===== src/rtl/swflow_pkg.sv =====
package swflow_pkg;
   // set selector encoding, shared by both directions
   typedef enum logic [1:0] {
      SEL_NONE = 2'b00,
      SEL_SET2 = 2'b01,
      SEL_SET1 = 2'b10,
      SEL_BOTH = 2'b11
   } set_sel_e;

   // detect flag positions (a neighbour decodes these)
   localparam int FLG_XON1  = 0;
   localparam int FLG_XON2  = 1;
   localparam int FLG_XOFF1 = 2;
   localparam int FLG_XOFF2 = 3;
   localparam int FLG_N     = 4;

   function automatic logic set1_on(input logic [1:0] sel);
      return sel[1];
   endfunction

   function automatic logic set2_on(input logic [1:0] sel);
      return sel[0];
   endfunction
endpackage


===== src/rtl/swflow_rx_match.sv =====
module swflow_rx_match
   import swflow_pkg::*;
#(
   parameter int DATA_W = 8
) (
   input  logic              clk,
   input  logic              rst_n,
   input  logic              active,
   input  logic [1:0]        sel,
   input  logic              rx_vld,
   input  logic [DATA_W-1:0] rx_data,
   input  logic [DATA_W-1:0] chr [FLG_N],
   output logic [FLG_N-1:0]  hit,
   output logic              paused,
   output logic              fwd_vld,
   output logic [DATA_W-1:0] fwd_data
);
   // even indices belong to set 1, odd indices to set 2
   for (genvar i = 0; i < FLG_N; i++) begin : g_cmp
      logic set_en;
      if (i % 2 == 0) begin : g_s1
         assign set_en = set1_on(sel);
      end else begin : g_s2
         assign set_en = set2_on(sel);
      end
      assign hit[i] = active & rx_vld & set_en & (rx_data == chr[i]);
   end

   logic pause_hit, resume_hit;
   assign pause_hit  = hit[FLG_XOFF1] | hit[FLG_XOFF2];
   assign resume_hit = hit[FLG_XON1]  | hit[FLG_XON2];

   always_ff @(posedge clk or negedge rst_n) begin
      if (!rst_n) begin
         paused   <= 1'b0;
         fwd_vld  <= 1'b0;
         fwd_data <= '0;
      end else begin
         if (!active)         paused <= 1'b0;
         else if (pause_hit)  paused <= 1'b1;
         else if (resume_hit) paused <= 1'b0;
         fwd_vld  <= rx_vld & ~(|hit);
         fwd_data <= rx_data;
      end
   end
endmodule


===== src/rtl/swflow_flags.sv =====
module swflow_flags #(
   parameter int N = 4
) (
   input  logic         clk,
   input  logic         rst_n,
   input  logic [N-1:0] set,
   input  logic         clr,
   output logic [N-1:0] flags
);
   always_ff @(posedge clk or negedge rst_n) begin
      if (!rst_n) flags <= '0;
      else        flags <= (clr ? '0 : flags) | set;
   end
endmodule


===== src/rtl/swflow_tx_inject.sv =====
module swflow_tx_inject
   import swflow_pkg::*;
#(
   parameter int DATA_W    = 8,
   parameter int LVL_W     = 8,
   parameter int THR_W     = 4,
   parameter int UNIT_LOG2 = 3
) (
   input  logic              clk,
   input  logic              rst_n,
   input  logic              active,
   input  logic [1:0]        sel,
   input  logic [THR_W-1:0]  halt_thr,
   input  logic [THR_W-1:0]  res_thr,
   input  logic [LVL_W-1:0]  lvl,
   input  logic [DATA_W-1:0] chr [FLG_N],
   input  logic              ins_ack,
   output logic              ins_req,
   output logic [DATA_W-1:0] ins_data
);
   localparam int SCL_W = THR_W + UNIT_LOG2;
   localparam int CMP_W = (SCL_W > LVL_W) ? SCL_W : LVL_W;

   logic [CMP_W-1:0] lvl_x, halt_x, res_x;
   assign lvl_x  = CMP_W'(lvl);
   assign halt_x = CMP_W'({halt_thr, {UNIT_LOG2{1'b0}}});
   assign res_x  = CMP_W'({res_thr,  {UNIT_LOG2{1'b0}}});

   logic              halted_q, req_q, more_q;
   logic [DATA_W-1:0] byte_a, byte_b;

   assign ins_req  = req_q;
   assign ins_data = byte_a;

   // pick first and second byte of a sequence; pause=1 selects XOFF
   function automatic logic [2*DATA_W:0] pick(input logic pause,
                                              input logic [1:0] s,
                                              input logic [DATA_W-1:0] c [FLG_N]);
      logic [DATA_W-1:0] one, two;
      one = pause ? c[FLG_XOFF1] : c[FLG_XON1];
      two = pause ? c[FLG_XOFF2] : c[FLG_XON2];
      case (s)
         SEL_SET2: return {1'b0, two, two};
         SEL_SET1: return {1'b0, one, one};
         default:  return {1'b1, one, two};
      endcase
   endfunction

   logic              go_halt, go_res;
   logic [2*DATA_W:0] seq;
   assign go_halt = !req_q && !halted_q && (lvl_x >= halt_x);
   assign go_res  = !req_q &&  halted_q && (lvl_x <= res_x);
   assign seq     = pick(go_halt, sel, chr);

   always_ff @(posedge clk or negedge rst_n) begin
      if (!rst_n) begin
         halted_q <= 1'b0;
         req_q    <= 1'b0;
         more_q   <= 1'b0;
         byte_a   <= '0;
         byte_b   <= '0;
      end else if (!active) begin
         halted_q <= 1'b0;
         req_q    <= 1'b0;
         more_q   <= 1'b0;
      end else if (req_q) begin
         if (ins_ack) begin
            if (more_q) begin
               byte_a <= byte_b;
               more_q <= 1'b0;
            end else begin
               req_q <= 1'b0;
            end
         end
      end else if (go_halt || go_res) begin
         halted_q <= go_halt;
         req_q    <= 1'b1;
         more_q   <= seq[2*DATA_W];
         byte_a   <= seq[2*DATA_W-1:DATA_W];
         byte_b   <= seq[DATA_W-1:0];
      end
   end
endmodule


===== src/rtl/swflow_ctrl.sv =====
module swflow_ctrl
   import swflow_pkg::*;
#(
   parameter int DATA_W    = 8,
   parameter int LVL_W     = 8,
   parameter int THR_W     = 4,
   parameter int UNIT_LOG2 = 3
) (
   input  logic                 clk,
   input  logic                 rst_n,
   input  logic                 sw_en,
   input  logic [3:0]           mode,
   input  logic [DATA_W-1:0]    chr_xon1,
   input  logic [DATA_W-1:0]    chr_xon2,
   input  logic [DATA_W-1:0]    chr_xoff1,
   input  logic [DATA_W-1:0]    chr_xoff2,
   input  logic [2*THR_W-1:0]   thr_cfg,
   input  logic                 rx_vld,
   input  logic [DATA_W-1:0]    rx_data,
   input  logic [LVL_W-1:0]     rx_lvl,
   input  logic                 ins_ack,
   input  logic                 flag_clr,
   output logic                 tx_allow,
   output logic                 ins_req,
   output logic [DATA_W-1:0]    ins_data,
   output logic                 fwd_vld,
   output logic [DATA_W-1:0]    fwd_data,
   output logic [FLG_N-1:0]     spc_flags
);
   if (DATA_W < 5 || DATA_W > 9) begin : g_bad_data_w
      $error("swflow_ctrl: DATA_W must lie in 5..9");
   end
   if (THR_W < 1 || LVL_W < 1) begin : g_bad_lvl_w
      $error("swflow_ctrl: THR_W and LVL_W must be positive");
   end

   logic [DATA_W-1:0] chr [FLG_N];
   assign chr[FLG_XON1]  = chr_xon1;
   assign chr[FLG_XON2]  = chr_xon2;
   assign chr[FLG_XOFF1] = chr_xoff1;
   assign chr[FLG_XOFF2] = chr_xoff2;

   logic rx_act, tx_act, paused;
   logic [FLG_N-1:0] hit;
   assign rx_act = sw_en & (|mode[1:0]);
   assign tx_act = sw_en & (|mode[3:2]);

   swflow_rx_match #(.DATA_W(DATA_W)) u_rx (
      .clk(clk), .rst_n(rst_n), .active(rx_act), .sel(mode[1:0]),
      .rx_vld(rx_vld), .rx_data(rx_data), .chr(chr), .hit(hit),
      .paused(paused), .fwd_vld(fwd_vld), .fwd_data(fwd_data)
   );

   swflow_flags #(.N(FLG_N)) u_flags (
      .clk(clk), .rst_n(rst_n), .set(hit), .clr(flag_clr), .flags(spc_flags)
   );

   swflow_tx_inject #(
      .DATA_W(DATA_W), .LVL_W(LVL_W), .THR_W(THR_W), .UNIT_LOG2(UNIT_LOG2)
   ) u_tx (
      .clk(clk), .rst_n(rst_n), .active(tx_act), .sel(mode[3:2]),
      .halt_thr(thr_cfg[THR_W-1:0]), .res_thr(thr_cfg[2*THR_W-1:THR_W]),
      .lvl(rx_lvl), .chr(chr), .ins_ack(ins_ack),
      .ins_req(ins_req), .ins_data(ins_data)
   );

   assign tx_allow = ~(paused & rx_act);
endmodule


===== config.mk =====
export PLATFORM = sky130hd
export DESIGN_NAME = swflow_ctrl
export DESIGN_NICKNAME = d
export VERILOG_FILES = /design/src/rtl/swflow_pkg.sv /design/src/rtl/swflow_rx_match.sv /design/src/rtl/swflow_flags.sv /design/src/rtl/swflow_tx_inject.sv /design/src/rtl/swflow_ctrl.sv
export SDC_FILE = /design/constraint.sdc
export NUM_CORES = 1
export LEC_CHECK = 0
export BUFFER_PORTS_ARGS = -buffer_cell sky130_fd_sc_hd__buf_2
export CORE_ASPECT_RATIO = 1.1
export CORE_MARGIN = 4
export CORE_UTILIZATION = 35
export DETAILED_ROUTE_END_ITERATION = 16
export SYNTH_ARGS = -nofsm -noshare
export SYNTH_HDL_FRONTEND = slang
export SYNTH_SLANG_ARGS = --single-unit

===== constraint.sdc =====
create_clock -name clk -period 2.7 [get_ports clk]
set_input_delay 0.54 -clock clk [delete_from_list [all_inputs] [get_ports clk]]
set_output_delay 0.54 -clock clk [all_outputs]
set_load 0.03 [all_outputs]

After elaboration in Yosys (flattened, before gate mapping)
Index checks and enable logic that the tools add are counted.
W data, S select, Z words.

word-level totals
  flip-flop bits (word level) = 33
  latch bits = 0
  RAM bits = 0
  ROM bits = 0
  output and inout port bits = 23
  word-level logic and storage cells = 79
  memories kept = 0

operators by class
  add/subtract/negate cells = 0
  $mul = 0
  divide/modulo/power cells = 0
  $lt $le $gt $ge = 2
  eq/ne operators = 13
  shifts and indexed selects = 0
  multiplexer cells = 23
  bitwise gates (word level) = 17
  reduce and logical (&&, ||, !) cells = 15

operators by type and width
  operator              count
  $mux W8               6
  $pmux W17 S2          1
  $eq A8 B8 Y1          4
  $mux W1               15
  $and A1 B1 Y1         11
  $ge A8 B7 Y1          1
  $le A8 B7 Y1          1
  $ne A2 B2 Y1 const B  4
  $ne A3 B3 Y1 const B  2
  $logic_and A1 B1 Y1   4
  $mux W4               1
  $or A4 B4 Y4          1
  $reduce_and A2 Y1     2
  $reduce_and A4 Y1     1
  $reduce_or A2 Y1      2
  $reduce_or A4 Y1      1
  $ne A3 B1 Y1 const B  1
  $not A1 Y1            3
  $reduce_and A3 Y1     1
  $eq A2 B1 Y1 const B  1
  $eq A2 B2 Y1 const B  1
  $logic_not A1 Y1      2
  $or A1 B1 Y1          2
  $reduce_bool A2 Y1    1
  $logic_or A1 B1 Y1    1

Longest topological paths before layout
Gate-level depths: netlist of run 1.

  depth in word-level cells = 9
  gate-level depth with buffers = 10
  depth with buffers taken out = 8

Cells and area by module
A second synthesis of run 1 with hierarchy kept.

second synthesis, totals
  cell total of the unflattened synthesis = 232
  area total of the unflattened synthesis = 2384.8 um^2

modules (own cells, without submodules)
  module            times used  cells each  area an instance (um^2)
  swflow_tx_inject  1           158         1527.7
  swflow_rx_match   1           62          700.7
  swflow_flags      1           9           133.9
  swflow_ctrl       1           3           22.5

Least setup slack after synthesis of run 1
Ideal clock, no wire load.

  path kind = input to register
  start point = in thr_cfg[3]
  end point = reg u_tx.byte_a[4] (netlist: u_tx.ins_data[4])
  arrival = 2.543 ns
  required time = 2.574 ns
  slack = 0.031 ns
  stages on the path = 8
  path buffers = 1
  path through = inv_1 -> ha_1 -> or3b_1 -> o41a_1 -> buf_6 -> and2_4 -> a221o_1 -> a221o_1

between the ends
  cells in the longest elaborated chain, start to end = 6
  elaborated cells on any way between the ends = 10
  classes of those cells = order compare: 1; mux: 5; reduce/logical: 4

RTL lines
  element                            line                                            text
  start, declared                    swflow_ctrl.sv:17                               input logic [2*THR_W-1:0] thr_cfg,
  $ge A8 B7 Y1 (*)                   swflow_tx_inject.sv:51                          assign go_halt = !req_q && !halted_q && (lvl_x >= halt_x);
  $logic_and A1 B1 Y1 (*)            swflow_tx_inject.sv:51
  $mux W8, on equally long branches  swflow_tx_inject.sv:40, swflow_tx_inject.sv:41
  $pmux W17 S2                       swflow_tx_inject.sv:42                          case (s)
  $mux W8                            swflow_tx_inject.sv:75                          end else if (go_halt || go_res) begin
  $mux W8                            swflow_tx_inject.sv:66                          end else if (req_q) begin
  end signal, assigned               swflow_tx_inject.sv:69                          byte_a <= byte_b;
  end signal, assigned               swflow_tx_inject.sv:79                          byte_a <= seq[2*DATA_W-1:DATA_W];
  end, declared                      swflow_tx_inject.sv:30                          logic [DATA_W-1:0] byte_a, byte_b;

Mark *: on every way between the ends. The rest lies on a longest branch, timed or not. The select of a mux whose other input is x is not followed.
A chain may end at the register's enable or synchronous reset.

Final worst setup path of run 1
  start point = in rx_lvl[6]
  end point = reg u_tx.byte_a[0] (netlist: u_tx.ins_data[0])

between the ends
  cells in the longest elaborated chain, start to end = 6
  elaborated cells on any way between the ends = 12
  classes of those cells = order compare: 2; mux: 5; reduce/logical: 5

RTL lines
  element                            line                                            text
  start, declared                    swflow_ctrl.sv:20                               input logic [LVL_W-1:0] rx_lvl,
  $ge A8 B7 Y1                       swflow_tx_inject.sv:51
  $logic_and A1 B1 Y1                swflow_tx_inject.sv:51
  $mux W8, on equally long branches  swflow_tx_inject.sv:40, swflow_tx_inject.sv:41
  $pmux W17 S2                       swflow_tx_inject.sv:42
  $mux W8                            swflow_tx_inject.sv:75
  $mux W8                            swflow_tx_inject.sv:66

Several ways; a longest one is shown, not always the timed one. The select of a mux whose other input is x is not followed.

==> results of run 1 <==
-- synthesized netlist by cell type --
cell,n
and3_1,4
o211ai_1,3
and4_1,1
xnor2_1,10
a31oi_1,1
clkbuf_1,8
xor2_1,22
and2_1,2
a221oi_1,8
nor3b_1,1
buf_6,1
dfrtp_1,33
or2_2,1
nor3_1,4
a22o_1,1
nor2_1,1
nand2b_1,2
or3b_1,1
ha_1,11
a2111oi_0,8
buf_2,2
inv_1,16
o41a_1,1
nor4_1,4
a2111oi_4,1
a221o_1,9
a21boi_0,2
a22oi_1,8
mux2i_1,16
buf_1,1
o32a_1,1
and2_4,1
nand2_1,5
o21ai_0,5
a21oi_1,7
nor2b_1,2
o21a_1,8
o221ai_1,8
nand4_1,3
nand3_1,2
-- cell usage in the layout (no fill, tap or decap), types with 9 or more instances in the layout --
cell     synthesis  layout
mux2i_1         16      16
dfrtp_1         33      33
buf_2            2      88
inv_1           16      16
a221o_1          9       9
xnor2_1         10      10
buf_4            0       9
ha_1            11      11
xor2_1          22      22
-- logic make-up after synthesis --
logic type	Yosys count
fa+ha+maj	11
flops	33
mux	16
compound gates	71
xor+xnor	32
buf+inv	28
simple gates	34
-- state kept, by name, indices dropped and copies added, names as in the netlist --
signal and count:
u_tx.ins_req 1, u_rx.fwd_vld 1, u_tx.byte_b 8, u_flags.flags 4
u_rx.paused 1, u_rx.fwd_data 8, u_tx.halted_q 1, u_tx.ins_data 8
u_tx.more_q 1
-- metrics by stage --
| step | setup WS [ns] | area (sq um) | hold slack, ns | setup TNS, ns |
|---|---|---|---|---|
| 2_1_floorplan | 0.0308 | 2300 | 0.244 | 0 |
| 3_3_place_gp | -0.151 | 2850 | 0.485 | -0.709 |
| 3_5_place_dp | -0.139 | 2850 | 0.483 | -0.837 |
| 4_1_cts | 0.154 | 2990 | 0.345 | 0 |
| 5_1_grt | 0.0147 | 2990 | 0.390 | 0 |
| 6_report | 0.204 | 2990 | 0.320 | 0 |
-- cell type report --
cell class | count | area share, %
Timing Repair Buffer | 97 | 17.0
Inverter | 16 | 2.01
Multi-Input combinational cell | 164 | 45.5
Clock buffer | 5 | 2.30
Tap cell | 80 | 3.35
Clock inverter | 3 | 2.18
Sequential cell | 33 | 27.6
-- metal layers --
layer | track usage (%) | share of wire, % | routed length (microns)
met5 | 0 | 0 | 0
met4 | 5.41 | 1.7 | 116
met3 | 3.08 | 5.7 | 381
met2 | 29.5 | 49 | 3250
met1 | 21.4 | 44 | 2900
-- how the worst min path moves through the flow --
stage                          startpoint                          to  slack (ns)  cells past startpoint
2_1_floorplan                       rst_n  u_flags.flags[0]$_DFF_PN0_        0.24                      0
3_3_place_gp   u_tx.byte_b[6]$_DFFE_PN0P_  u_tx.byte_b[6]$_DFFE_PN0P_        0.49                      1
3_5_place_dp   u_tx.byte_b[3]$_DFFE_PN0P_  u_tx.byte_b[3]$_DFFE_PN0P_        0.48                      1
4_1_cts                             rst_n   u_tx.halted_q$_DFFE_PN0P_        0.35                      1
5_1_grt                             rst_n   u_tx.halted_q$_DFFE_PN0P_        0.39                      1
6_report                            rst_n   u_tx.halted_q$_DFFE_PN0P_        0.32                      1
-- power groups by stage --
stage | Combinational (W) | Sequential (W) | Clock [W]
5_1_grt | 0.000768 | 0.000689 | 0.000583
2_1_floorplan | 0.000332 | 0.000808 | 0
3_3_place_gp | 0.000696 | 0.000691 | 0
6_report | 0.000702 | 0.000673 | 0.000558
3_5_place_dp | 0.000705 | 0.000684 | 0
4_1_cts | 0.000709 | 0.000676 | 0.000567
==> flow_summary_export.csv, run 1 <==
group,metric,value,unit
drt,dr.pass1.iters,4,
power_and_ir_drop,vdd_drop_max,0.000292,V
floorplanning,die-area,7930,sq um
synth,synth_xor_area_share,12.2,%
sta,final-hold-violation-count,0,
finish,nets,394,
critical_path,crit_end,"u_tx.ins_data[0]$_DFFE_PN0P_",
global_routing,grt_use_total,17.0,%
global_routing,grt_max_degree,34,
critical_path,rrSetupSlack,0.38,ns
cts,cts_tree,"done",
critical_path,r2r_cells,8,
drt,viasPerCell,5.46,
synth,synth_cells,225,
drt,drc,0,
drt,vias,2175,
critical_path,path_cells,"buf_2 -> ha_1 -> or3b_1 -> o41a_1 -> and2_4 -> buf_4 -> a2111oi_0 -> a221o_1",
cts,cts-root-buf,"clkbuf_8",
power_and_ir_drop,p_per_area,647,nW/um^2
critical_path,crit_start,"rx_lvl[6]",
sta,worstMarginPinSlew,0.759,ns
place,gp_congestion,0.856,
critical_path,crit_cells,8,
hold_path,hold_path_class,"primary input to async pin",
power_and_ir_drop,net-switching-power,0.000664,W
finish,multi_input_area,1360,sq um
synth,synthesis.nets,302,
power_and_ir_drop,p_sw_share,34.3,%
finish,seqCellArea,826,sq um
sta,fmax,401,MHz
power_and_ir_drop,p_total,0.00193,W
cts,cts_resized,0,
cts,clk_latency,0.29,ns
critical_path,slowest_stage,"a2111oi_0",
cts,ctsHoldBuffers,0,
cts,cts_max_level,2,
critical_path,worst-setup-path-type,"primary input to flip-flop",
global_routing,grt_pass1_vias,2285,
finish,fin_util,47.6,%
critical_path,rr_startpoint,"u_tx.ins_req$_DFF_PN0_",
synth,ys_ff_latch,33,
cts,cts.sinks,33,
critical_path,r2r_end,"u_tx.ins_data[0]$_DFFE_PN0P_",
synth,ys_types,40,
floorplanning,num_io_pins,89,
drt,wl_per_cell,16.7,microns
power_and_ir_drop,pwr-share-seq,34.8,%
floorplanning,start_util,36.7,%
sta,fin_crit,2.50,ns
floorplanning,num_rows,30,
floorplanning,fp.dieH,93.0,microns
synth,synth-compound-area-share,25.3,%
synth,synth_top_area_share,35.9,%
critical_path,critical_path_required,2.92,ns
synth,yosysTopAreaCell,"dfrtp_1",
synth,synthTopCellsByArea,"dfrtp_1 (36%), xor2_1 (8.4%), mux2i_1 (7.0%)",
outcome,status,"completed",
synth,ys_seq_area_share,35.9,%
critical_path,critPathLaunchType,"primary input",
drt,totalWireLength,6650,microns
power_and_ir_drop,power.internal,0.00127,W
cts,cts_setup_buffers,0,
global_routing,grt_pass1_wl,11000,microns
finish,instances_no_fill,398,
synth,synth_top_family_by_area,"compound AO/OA/AOI/OAI gates",
finish,areaGrowthSynthToFinish,29.9,%
synth,synthAdderAreaFrac,5.98,%
global_routing,grt_overflow,0,
finish,fill_cells,617,
critical_path,crit_path_max_incr_delay,0.53,ns
sta,rsz0062_at_grt,"no",
synth,syn_avg_cell_area,10.2,sq um
floorplanning,chipWidth,85.3,microns
finish,antenna_cells,0,
critical_path,cp_max_fo,9,
critical_path,crit_family,"compound AO/OA/AOI/OAI gates",
sta,setup_viol,0,
place,dp_hpwl,5380,microns
cts,clockBufferDepth,2,
critical_path,worst_setup_path_end_kind,"flip-flop",
power_and_ir_drop,p_leak,1.42,nW
sta,post-route-period-util,92.5,%
power_and_ir_drop,pwr-share-clk,28.9,%
global_routing,antenna_found_initial,0,
drt,ant_nets,0,
sta,drv_slew,0,
job,cap_violations,0,
synth,synthMuxAreaShare,6.96,%
synth,yosys.area_share.simple,8.65,%
synth,yosysWarnings,0,
power_and_ir_drop,comb_power_share,36.3,%
cts,path_clk_slew,0.07,ns
floorplanning,fp.coreArea,6270,sq um
finish,drive_above_1_share,34.0,%
place,io_buffer_count,88,
critical_path,worst-path-buf-inv,2,
sta,maxSlewHeadroom,49.4,%
drt,drt_iter0_markers,83,
cts,cts_buffers,5,
sta,skew,0.00531,ns
synth,synth_area,2300,sq um
place,placed_cells,390,
critical_path,crit_arrival,2.72,ns
(Power assumes the default switching activity.)
==> run 2: changes to the inputs <==
RECOVER_POWER = 50   (was default)
==> run 2 against run 1 <==
Against the previous run: the flow now finishes with violations (max-capacitance violations, max-slew violations); register-to-register slack about the same; largest power group unchanged; power about the same; final cell count unchanged; combinational power about the same; sequential power about the same; flip-flop and latch count unchanged; die area unchanged; utilization decreased by 0.18 points; critical path depth unchanged.
==> flow_summary_export.csv, run 2 (synthesis results as in run 1) <==
group,metric,value,unit
outcome,status,"complete, but fails checks",
outcome,violations,"max-capacitance violations, max-slew violations",
sta,worstMarginPinSlew,1.81,ns
cts,cts_tree,"done",
critical_path,critPathLaunchType,"primary input",
floorplanning,chipWidth,85.3,microns
finish,antenna_cells,0,
drt,drc,0,
critical_path,worst_setup_path_end_kind,"flip-flop",
sta,maxSlewHeadroom,-20.9,%
cts,clk_latency,0.29,ns
sta,skew,0.00531,ns
floorplanning,num_io_pins,89,
place,dp_hpwl,5380,microns
critical_path,worst-path-buf-inv,2,
critical_path,critical_path_required,2.92,ns
drt,vias,2173,
drt,viasPerCell,5.46,
place,placed_area,2850,sq um
cts,cts_max_level,2,
drt,dr.pass1.iters,4,
place,gp_congestion,0.856,
cts,path_clk_slew,0.07,ns
power_and_ir_drop,p_leak,1.40,nW
finish,final_area,2980,sq um
floorplanning,num_rows,30,
cts,cts_buffers,5,
finish,instances_no_fill,398,
critical_path,crit_family,"compound AO/OA/AOI/OAI gates",
sta,post-route-period-util,92.5,%
global_routing,grt_pass1_wl,11000,microns
power_and_ir_drop,p_per_area,649,nW/um^2
floorplanning,fp.coreArea,6270,sq um
finish,areaGrowthSynthToFinish,29.4,%
place,io_buffer_count,88,
floorplanning,start_util,36.7,%
place,place_ws,-0.139,ns
cts,ctsHoldBuffers,0,
finish,fin_util,47.5,%
critical_path,cp_max_fo,9,
critical_path,crit_path_max_incr_delay,0.53,ns
finish,drive_above_1_share,31.1,%
power_and_ir_drop,p_total,0.00193,W
cts,cts-root-buf,"clkbuf_8",
floorplanning,fp.dieH,93.0,microns
drt,drt_iter0_markers,82,
hold_path,hold_path_class,"primary input to flip-flop",
global_routing,grt_pass1_vias,2285,
drt,ant_nets,0,
critical_path,path_cells,"buf_2 -> ha_1 -> or3b_1 -> o41a_1 -> and2_4 -> buf_4 -> a2111oi_0 -> a221o_1",
finish,final_cell_mix,"buf_2 (79), dfrtp_1 (33), xor2_1 (22)",
finish,nets,394,
drt,totalWireLength,6640,microns
cts,cts.sinks,33,
sta,fin_crit,2.50,ns
cts,clockBufferDepth,2,
job,cap_violations,1,
place,placed_cells,390,
drt,wl_per_cell,16.7,microns
floorplanning,die-area,7930,sq um
cts,cts_resized,0,
global_routing,antenna_found_initial,0,
power_and_ir_drop,vdd_drop_max,0.000292,V
sta,rsz0062_at_grt,"no",
critical_path,slowest_stage,"a2111oi_0",
global_routing,grt_overflow,0,
critical_path,worst-setup-path-type,"primary input to flip-flop",
critical_path,crit_arrival,2.72,ns
sta,drv_slew,34,
global_routing,grt_max_degree,34,
sta,worst_slack,0.204,ns
sta,fmax,401,MHz
cts,cts_setup_buffers,0,
global_routing,grt_use_total,17.0,%
sta,final-hold-violation-count,0,
sta,setup_viol,0,
finish,final_common_cell,"buf_2",
==> run 2: worst paths after layout <==
check / slack, ns / end / from / cells after the start
max reg2reg: 0.38 / u_tx.ins_data[0]$_DFFE_PN0P_ / u_tx.ins_req$_DFF_PN0_ / 8
max in group asynchronous: 0.92 / u_tx.ins_data[4]$_DFFE_PN0P_ / rst_n / 1
max: 0.20 / u_tx.ins_data[0]$_DFFE_PN0P_ / rx_lvl[6] / 8
min in group asynchronous: 0.74 / u_tx.halted_q$_DFFE_PN0P_ / rst_n / 1
min reg2reg: 0.50 / u_tx.byte_b[3]$_DFFE_PN0P_ / u_tx.byte_b[3]$_DFFE_PN0P_ / 1
min: 0.48 / u_flags.flags[2]$_DFF_PN0_ / flag_clr / 2
==> run 2: cell type report <==
| type | count | area (sq um) |
|---|---|---|
| Clock buffer | 5 | 68.8 |
| Clock inverter | 3 | 65.1 |
| Fill cell | 623 | 3290 |
| Inverter | 16 | 60.1 |
| Multi-Input combinational cell | 164 | 1360 |
| Sequential cell | 33 | 826 |
| Tap cell | 80 | 100 |
| Timing Repair Buffer | 97 | 497 |
==> run 2: metrics by stage <==
stage	hold WS, ns	setup TNS [ns]
finish	0.484	0
global route	0.492	0
CTS	0.345	0
detailed placement	0.483	-0.837
global placement	0.485	-0.709
floorplan	0.244	0
==> run 2: layer usage <==
metal | track usage (%) | vias to the layer above | wire [microns]
met5 | 0 | - | 0
met4 | 5.41 | 0 | 116
met3 | 3.08 | 13 | 398
met2 | 29.5 | 75 | 3250
met1 | 21.4 | 1040 | 2880
li1 | - | 1045 | -
==> run 2: report_power, final <==
group	switching, W	leakage [nW]	internal (W)	total [W]
registers	0.0000634	0.403	0.000610	0.000673
clock network	0.000192	0.0681	0.000367	0.000559
logic	0.000409	0.926	0.000290	0.000700
